<file path="config.mk">
export PLATFORM = sky130hd
export DESIGN_NAME = wfault_latch_ctrl
export DESIGN_NICKNAME = d
export VERILOG_FILES = /design/src/rtl/wfl_pkg.sv /design/src/rtl/wfl_sync.sv /design/src/rtl/wfl_ac_timer.sv /design/src/rtl/wfl_prio.sv /design/src/rtl/wfault_latch_ctrl.sv
export SDC_FILE = /design/constraint.sdc
export NUM_CORES = 1
export LEC_CHECK = 0
export BUFFER_PORTS_ARGS = -buffer_cell sky130_fd_sc_hd__buf_2
export CORE_MARGIN = 2
export CORE_UTILIZATION = 40
export DETAILED_ROUTE_END_ITERATION = 7
export SLEW_MARGIN = 20
export SYNTH_ARGS = -nofsm -noshare
export SYNTH_HDL_FRONTEND = slang
export SYNTH_SLANG_ARGS = --single-unit
</file>
<file path="constraint.sdc">
create_clock -name clk -period 1.7 [get_ports clk]
set_input_delay 0.255 -clock clk [delete_from_list [all_inputs] [get_ports clk]]
set_output_delay 0.255 -clock clk [all_outputs]
set_load 0.01 [all_outputs]
</file>
<file path="src/rtl/wfl_pkg.sv">
package wfl_pkg;
    localparam int NUM_FAULTS = 5;
    localparam int SENSE_W    = 6;

    // fault indicator bit positions
    localparam int FI_NCYL  = 0;
    localparam int FI_RW    = 1;
    localparam int FI_NOAC  = 2;
    localparam int FI_MHEAD = 3;
    localparam int FI_DCNW  = 4;

    // synchronized sense vector bit positions
    localparam int SI_WR  = 0;
    localparam int SI_CYL = 1;
    localparam int SI_RG  = 2;
    localparam int SI_AC  = 3;
    localparam int SI_MH  = 4;
    localparam int SI_DC  = 5;

    localparam logic [NUM_FAULTS-1:0] DESTR_MASK =
        (NUM_FAULTS'(1) << FI_NOAC) | (NUM_FAULTS'(1) << FI_MHEAD) | (NUM_FAULTS'(1) << FI_DCNW);

    // priority rank to fault index, rank 0 highest
    localparam int RANK2IDX [NUM_FAULTS] = '{FI_MHEAD, FI_NOAC, FI_DCNW, FI_NCYL, FI_RW};

    typedef struct packed {
        logic [NUM_FAULTS-1:0] lat;
        logic                  unload;
    } wfl_state_t;
endpackage

</file>
<file path="src/rtl/wfl_sync.sv">
module wfl_sync #(
    parameter int WIDTH  = 6,
    parameter int STAGES = 2
) (
    input  logic             clk,
    input  logic             rst_n,
    input  logic [WIDTH-1:0] din,
    output logic [WIDTH-1:0] dout
);
    logic [WIDTH-1:0] stg_d [STAGES];
    logic [WIDTH-1:0] stg_q [STAGES];

    always_comb begin
        stg_d[0] = din;
        for (int i = 1; i < STAGES; i++) begin
            stg_d[i] = stg_q[i-1];
        end
    end

    always_ff @(posedge clk or negedge rst_n) begin
        if (!rst_n) begin
            for (int i = 0; i < STAGES; i++) stg_q[i] <= '0;
        end else begin
            for (int i = 0; i < STAGES; i++) stg_q[i] <= stg_d[i];
        end
    end

    assign dout = stg_q[STAGES-1];
endmodule

</file>
<file path="src/rtl/wfl_ac_timer.sv">
module wfl_ac_timer #(
    parameter int LIMIT = 4
) (
    input  logic clk,
    input  logic rst_n,
    input  logic arm,
    output logic expired
);
    localparam int CW = $clog2(LIMIT + 1);
    localparam logic [CW-1:0] LIM = CW'(LIMIT);

    logic [CW-1:0] cnt_d, cnt_q;

    always_comb begin
        if (!arm)            cnt_d = '0;
        else if (cnt_q == LIM) cnt_d = cnt_q;
        else                 cnt_d = cnt_q + CW'(1);
    end

    always_ff @(posedge clk or negedge rst_n) begin
        if (!rst_n) cnt_q <= '0;
        else        cnt_q <= cnt_d;
    end

    assign expired = arm && (cnt_q == LIM);
endmodule

</file>
<file path="src/rtl/wfl_prio.sv">
module wfl_prio #(
    parameter int N = 5
) (
    input  logic [N-1:0] req,
    output logic [N-1:0] gnt
);
    always_comb begin
        logic taken;
        taken = 1'b0;
        gnt   = '0;
        for (int i = 0; i < N; i++) begin
            if (req[i] && !taken) begin
                gnt[i] = 1'b1;
                taken  = 1'b1;
            end
        end
    end
endmodule

</file>
<file path="src/rtl/wfault_latch_ctrl.sv">
module wfault_latch_ctrl
    import wfl_pkg::*;
#(
    parameter int AC_LIMIT    = 4,
    parameter int SYNC_STAGES = 2
) (
    input  logic                  clk,
    input  logic                  rst_n,
    input  logic                  wr_mode,
    input  logic                  on_cyl,
    input  logic                  rd_gate,
    input  logic                  ac_sense,
    input  logic                  mh_sense,
    input  logic                  dc_sense,
    input  logic                  pwr_seq_start,
    input  logic                  run_sw,
    input  logic                  clr_cmd,
    output logic [NUM_FAULTS-1:0] flt_n,
    output logic                  wr_fault_n,
    output logic                  nd_fault_n,
    output logic                  d_fault_n,
    output logic                  lamp_n,
    output logic                  status4,
    output logic                  unload_req
);
    logic [SENSE_W-1:0]    sense_raw, sense_s;
    logic                  ac_expired;
    logic [NUM_FAULTS-1:0] cond;
    logic [NUM_FAULTS-1:0] rank_req, rank_gnt;
    logic [NUM_FAULTS-1:0] pick;
    wfl_state_t            st_d, st_q;

    always_comb begin
        sense_raw         = '0;
        sense_raw[SI_WR]  = wr_mode;
        sense_raw[SI_CYL] = on_cyl;
        sense_raw[SI_RG]  = rd_gate;
        sense_raw[SI_AC]  = ac_sense;
        sense_raw[SI_MH]  = mh_sense;
        sense_raw[SI_DC]  = dc_sense;
    end

    wfl_sync #(.WIDTH(SENSE_W), .STAGES(SYNC_STAGES)) u_sync (
        .clk  (clk),
        .rst_n(rst_n),
        .din  (sense_raw),
        .dout (sense_s)
    );

    wfl_ac_timer #(.LIMIT(AC_LIMIT)) u_actmr (
        .clk    (clk),
        .rst_n  (rst_n),
        .arm    (sense_s[SI_WR] && !sense_s[SI_AC]),
        .expired(ac_expired)
    );

    always_comb begin
        cond           = '0;
        cond[FI_NCYL]  = sense_s[SI_WR] && !sense_s[SI_CYL];
        cond[FI_RW]    = sense_s[SI_WR] && sense_s[SI_RG];
        cond[FI_NOAC]  = ac_expired;
        cond[FI_MHEAD] = sense_s[SI_MH];
        cond[FI_DCNW]  = sense_s[SI_DC] && !sense_s[SI_WR];
        for (int r = 0; r < NUM_FAULTS; r++) begin
            rank_req[r] = cond[RANK2IDX[r]];
        end
    end

    wfl_prio #(.N(NUM_FAULTS)) u_prio (
        .req(rank_req),
        .gnt(rank_gnt)
    );

    always_comb begin
        pick = '0;
        for (int r = 0; r < NUM_FAULTS; r++) begin
            pick[RANK2IDX[r]] = rank_gnt[r];
        end
    end

    always_comb begin
        logic any_clr;
        st_d        = st_q;
        st_d.unload = 1'b0;
        any_clr     = pwr_seq_start || run_sw || clr_cmd;
        if (pwr_seq_start || run_sw || clr_cmd) st_d.lat = st_d.lat & DESTR_MASK;
        if (pwr_seq_start || run_sw)            st_d.lat = st_d.lat & ~DESTR_MASK;
        if (st_q.lat == '0 && !any_clr) begin
            st_d.lat    = pick;
            st_d.unload = |(pick & DESTR_MASK);
        end
    end

    always_ff @(posedge clk or negedge rst_n) begin
        if (!rst_n) st_q <= '0;
        else        st_q <= st_d;
    end

    assign flt_n      = ~st_q.lat;
    assign wr_fault_n = ~|st_q.lat;
    assign nd_fault_n = ~|(st_q.lat & ~DESTR_MASK);
    assign d_fault_n  = ~|(st_q.lat & DESTR_MASK);
    assign lamp_n     = nd_fault_n;
    assign status4    = ~nd_fault_n;
    assign unload_req = st_q.unload;
endmodule

</file>
Yosys cells after proc, flatten, opt, wreduce, memory -nomap -nowiden
Cells that the tools add are included.

storage, ports and cells
  flip-flop bits (word level) = 21
  input port bits = 11
  logic and storage cells = 52

cells by class
  add/sub/neg operators = 1
  equal/unequal tests = 2
  multiplexer cells = 13
  bitwise gates (word level) = 1
  reduce and logical (&&, ||, !) cells = 29

operators by type and width
  operator                                                       number
  1-bit zero test                                                11
  1-bit logical AND                                              10
  1-bit 2-to-1 mux                                               8
  3-bit 2-to-1 mux                                               2
  6-bit 2-to-1 mux                                               1
  3-bit OR reduction                                             2
  5-bit zero test                                                1
  5-bit 2-to-1 mux                                               1
  5-bit inverter                                                 1
  5-bit OR reduction                                             1
  3-bit by 1-bit adder with 3-bit output, second input constant  1
  3-bit equality test, second input constant                     1
  1-bit logical OR                                               2
  2-bit 2-to-1 mux                                               1
  2-bit inequality test, second input constant                   1
  2-bit nonzero test                                             1
  2-bit OR reduction                                             1

Logic depth before layout (Yosys ltp)
  word-level depth = 15
  depth in mapped cells = 5
  depth with buffers taken out = 5

Cells and area by module
Synthesis repeated with hierarchy kept, for this count alone.

second synthesis, totals
  cell total of the unflattened synthesis = 74
  area total of the unflattened synthesis = 855.8 um2

by module, submodules not included
  module             times used  cells each  area an instance (um2)
  wfault_latch_ctrl  1           38          331.6
  wfl_sync           1           12          300.3
  wfl_ac_timer       1           18          168.9
  wfl_prio           1           6           55.1

Least setup slack after synthesis
OpenSTA, ideal clock, no wires.

  path type = register to output
  from = register st_q[1] in the netlist's numbering
  to = output wr_fault_n
  data arrival time = 0.978 ns
  required time = 1.445 ns
  slack = 0.467 ns
  cell stages (with the launch flop) = 4
  buffers on the path = 0
  cells stage by stage = dfrtp_1 > nor2_1 > inv_2 > nor2_1

between the ends
  word-level cells in the longest chain between the ends = 2

RTL lines
  element                   RTL line                  source
  start: declaration        wfault_latch_ctrl.sv:31   wfl_state_t st_d, st_q;
  start signal: assignment  wfault_latch_ctrl.sv:96   else st_q <= st_d;
  5-bit OR reduction        wfault_latch_ctrl.sv:100  assign wr_fault_n = ~|st_q.lat;
  1-bit zero test           wfault_latch_ctrl.sv:100
  end: declaration          wfault_latch_ctrl.sv:19   output logic wr_fault_n,

No other way between the ends.

Worst setup path after layout
  from = register st_q[5] in the netlist's numbering
  to = output wr_fault_n

The elaborated chain is that of the path after synthesis.

==> flow_summary.yaml <==
run_status:
  status: "finished, final reports clean"
synth:
  ys_ff_latch: 21
  yosysUniqueCellTypes: 23
  syn_area_um2: 808
  netlist.top_cell.by_area: "dfrtp_1"
  syn_nets: 78
  synthTopCellsByArea: "dfrtp_1 65%, nor2_1 3.7%, nor4b_2 3.7%, inv_1 3.3%, ha_1 3.1%"
  ys_warn_count: 0
  synth-seq-area-share: 0.650
  yosysTopAreaCellShare: 0.650
  syn_inst: 65
  syn_area_per_cell_um2: 12.4
worst_setup_path:
  r2r_end: "st_q[3]$_DFFE_PN0P_"
  rr_worst_depth: 3
  path_max_fanout: 4
  cp_slowest_cell: "or3_4"
  worstSetupStartpointType: "register"
  crit_type: "register to primary output"
  path_cells: "or3_4, nor2_1, buf_2"
  crit_path_start: "st_q[5]$_DFFE_PN0P_"
  crit_path_end_kind: "primary output"
  cp.arrival_ns: 1.35
  worstSetupEndpoint: "wr_fault_n"
  required_ns: 1.44
  cpPeakStageDelay_ns: 0.43
  r2r_setup_slack_ns: 0.41
  reg2reg_from: "st_q[5]$_DFFE_PN0P_"
floorplanning:
  rows: 16
  ios: 22
  die_width_um: 49.0
  die_y_um: 49.0
  coreArea_um2: 1940
  start_util: 0.416
  die_area_um2: 2400
cells_and_area:
  nFillCells: 193
  drive_gt1_frac: 0.356
  layoutNonFillerInstCount: 117
  nNetsFinal: 104
  diodes: 0
  syn2layout_area_growth_pct: 20.9
route:
  first_pass_iters: 4
  wire_per_inst_um: 10.3
  drt-total-wl_um: 1200
  vias: 517
  viasPerCell: 4.42
  ant_nets: 0
  drtIter0Drc: 5
  drc: 0
sta:
  finalCritPeriodShare: 0.942
  period_needed_ns: 1.60
  rsz0062_at_grt: "no"
  final.setup_skew_ns: 0.00222
  maxSlewHeadroom: 0.698
  setup_viol: 0
  clock.fmax_mhz: 624
  setup-tns-final_ns: 0
  worst_pin_slew_ns: 0.453
  hold_viol: 0
  drv_slew: 0
power:
  p_per_area_nw_per_um2: 839
  comb_power_share: 0.078
  power.share.clock: 0.277
  power.internal_uw: 635
  power_uw: 820
  swShare: 0.226
  ir_worst_vdd_v: 0.000591
  netSwitchingPower_uw: 185
  pwr-share-seq: 0.645
  p_leak_uw: 0.000448
global_route:
  grt_util_all_layers: 0.110
  grt-ovfl-total: 0
  grt_start_max_net_pins: 22
  grt_pass1_wl_um: 2030
  grt_pass1_vias: 502
  antenna_found_initial: 0
min_path:
  hp-class: "input port to register"
clock_tree:
  clk_path_buf_depth: 2
  insertion_delay_ns: 0.29
  tritoncts: "yes"
  cts-root-buf: "clkbuf_4"
  numCtsBuffers: 3
  cts_sinks: 21
  cts.clk_slew.worst_paths_ns: 0.11
  htree_levels: 1
  post-cts-setup-buffers: 0
run:
  max_cap_violations: 0
place:
  dp_hpwl_um: 928
  io_buffers: 21
  placed_cells: 112
  place.gp.congestion: 0.743
==> timing repair <==
item | in CTS | in global routing
endpoints found under the hold margin | 21 | 0
resized for setup | 0 | 0
hold buffers | 1 | 0
==> per-layer routing <==
metal	track usage	up-vias	part of all wire
met5	0	-	0
met4	0.0476	0	0
met3	0.0215	0	0.057
met2	0.183	17	0.46
met1	0.141	238	0.48
li1	-	262	-
==> power by group through the flow <==
stage	combinational (µW)	clock (µW)	sequential, µW
after floorplan	32.7	0	536
after global placement	63.1	0	538
after detailed placement	63.9	0	539
after CTS	65.6	240	529
after global routing	71.9	263	532
final	64.1	227	529
==> cell usage after synthesis <==
master    instances
nand3b_2          1
nor3_1            1
nand3_1           1
ha_1              2
a22o_1            1
a32o_1            1
nand4_1           1
xnor2_1           1
a21oi_1           4
buf_4             1
or3_1             1
nand2b_1          1
nor4b_2           2
nor3_4            1
nor2_1            8
or3_4             1
nand2_1           3
nand4b_1          1
inv_2             2
and2_1            1
dfrtp_1          21
o21a_1            2
inv_1             7
==> per-stage QoR <==
stage,util,hold WS [ns],instance area [µm²],worst slack (ns)
2_1_floorplan,-,-0.0406,808,0.467
3_3_place_gp,0.484,0.226,940,0.429
3_5_place_dp,0.484,0.233,940,0.427
4_1_cts,0.503,0.0427,977,0.0777
5_1_grt,0.503,0.0304,977,0.0261
6_report,0.503,0.0581,977,0.0983
==> sequential cells by signal, indices dropped and copies added (netlist names) <==
register,count
u_actmr.cnt_q,3
st_q,5
u_sync.dout,6
u_sync.stg_d,6
unload_req,1
==> critical path: cells and delay by family, from the launching register on <==
| family | cells | cell delay (ns) |
|---|---|---|
| simple gates | 2 | 0.52 |
| flops | 1 | 0.40 |
| buf+inv | 1 | 0.13 |
==> layout by cell type (no fill, tap or decap), types with 2 or more instances in the layout <==
cell type	Yosys	final
a21oi_1	4	4
buf_2	0	21
clkbuf_4	0	3
dfrtp_1	21	21
ha_1	2	2
inv_1	7	7
inv_2	2	2
nand2_1	3	3
nor2_1	8	8
nor4b_2	2	2
o21a_1	2	2
==> area by class of cell <==
type                    instances  area, µm²  share of cell area
clock buffers                   3       22.5              0.0230
clock inverters                 1       5.00             0.00512
inverters                       9       33.8              0.0346
multi-input cells              34        241               0.247
flip-flops and latches         21        526               0.538
well taps                      27       33.8              0.0346
repair buffers                 22        115               0.118
==> cell families after synthesis <==
logic type	count (synthesis)	synth area share
adders and majority gates	2	0.0310
DFF	21	0.650
xor gates and xnor gates	1	0.0108
buffers and inverters	10	0.0511
and+or+nand+nor	23	0.190
AOI/OAI and AO/OA	8	0.0666
==> worst min path at each step <==
stage,startpoint,endpoint,depth (start not counted)
6_report,on_cyl,u_sync.stg_d[1]$_DFF_PN0_,1
5_1_grt,mh_sense,u_sync.stg_d[4]$_DFF_PN0_,1
4_1_cts,on_cyl,u_sync.stg_d[1]$_DFF_PN0_,1
3_5_place_dp,rst_n,st_q[3]$_DFFE_PN0P_,1
3_3_place_gp,rst_n,st_q[4]$_DFFE_PN0P_,1
2_1_floorplan,rst_n,st_q[1]$_DFFE_PN0P_,0
Note: power is estimated with default switching activity, not from simulation.
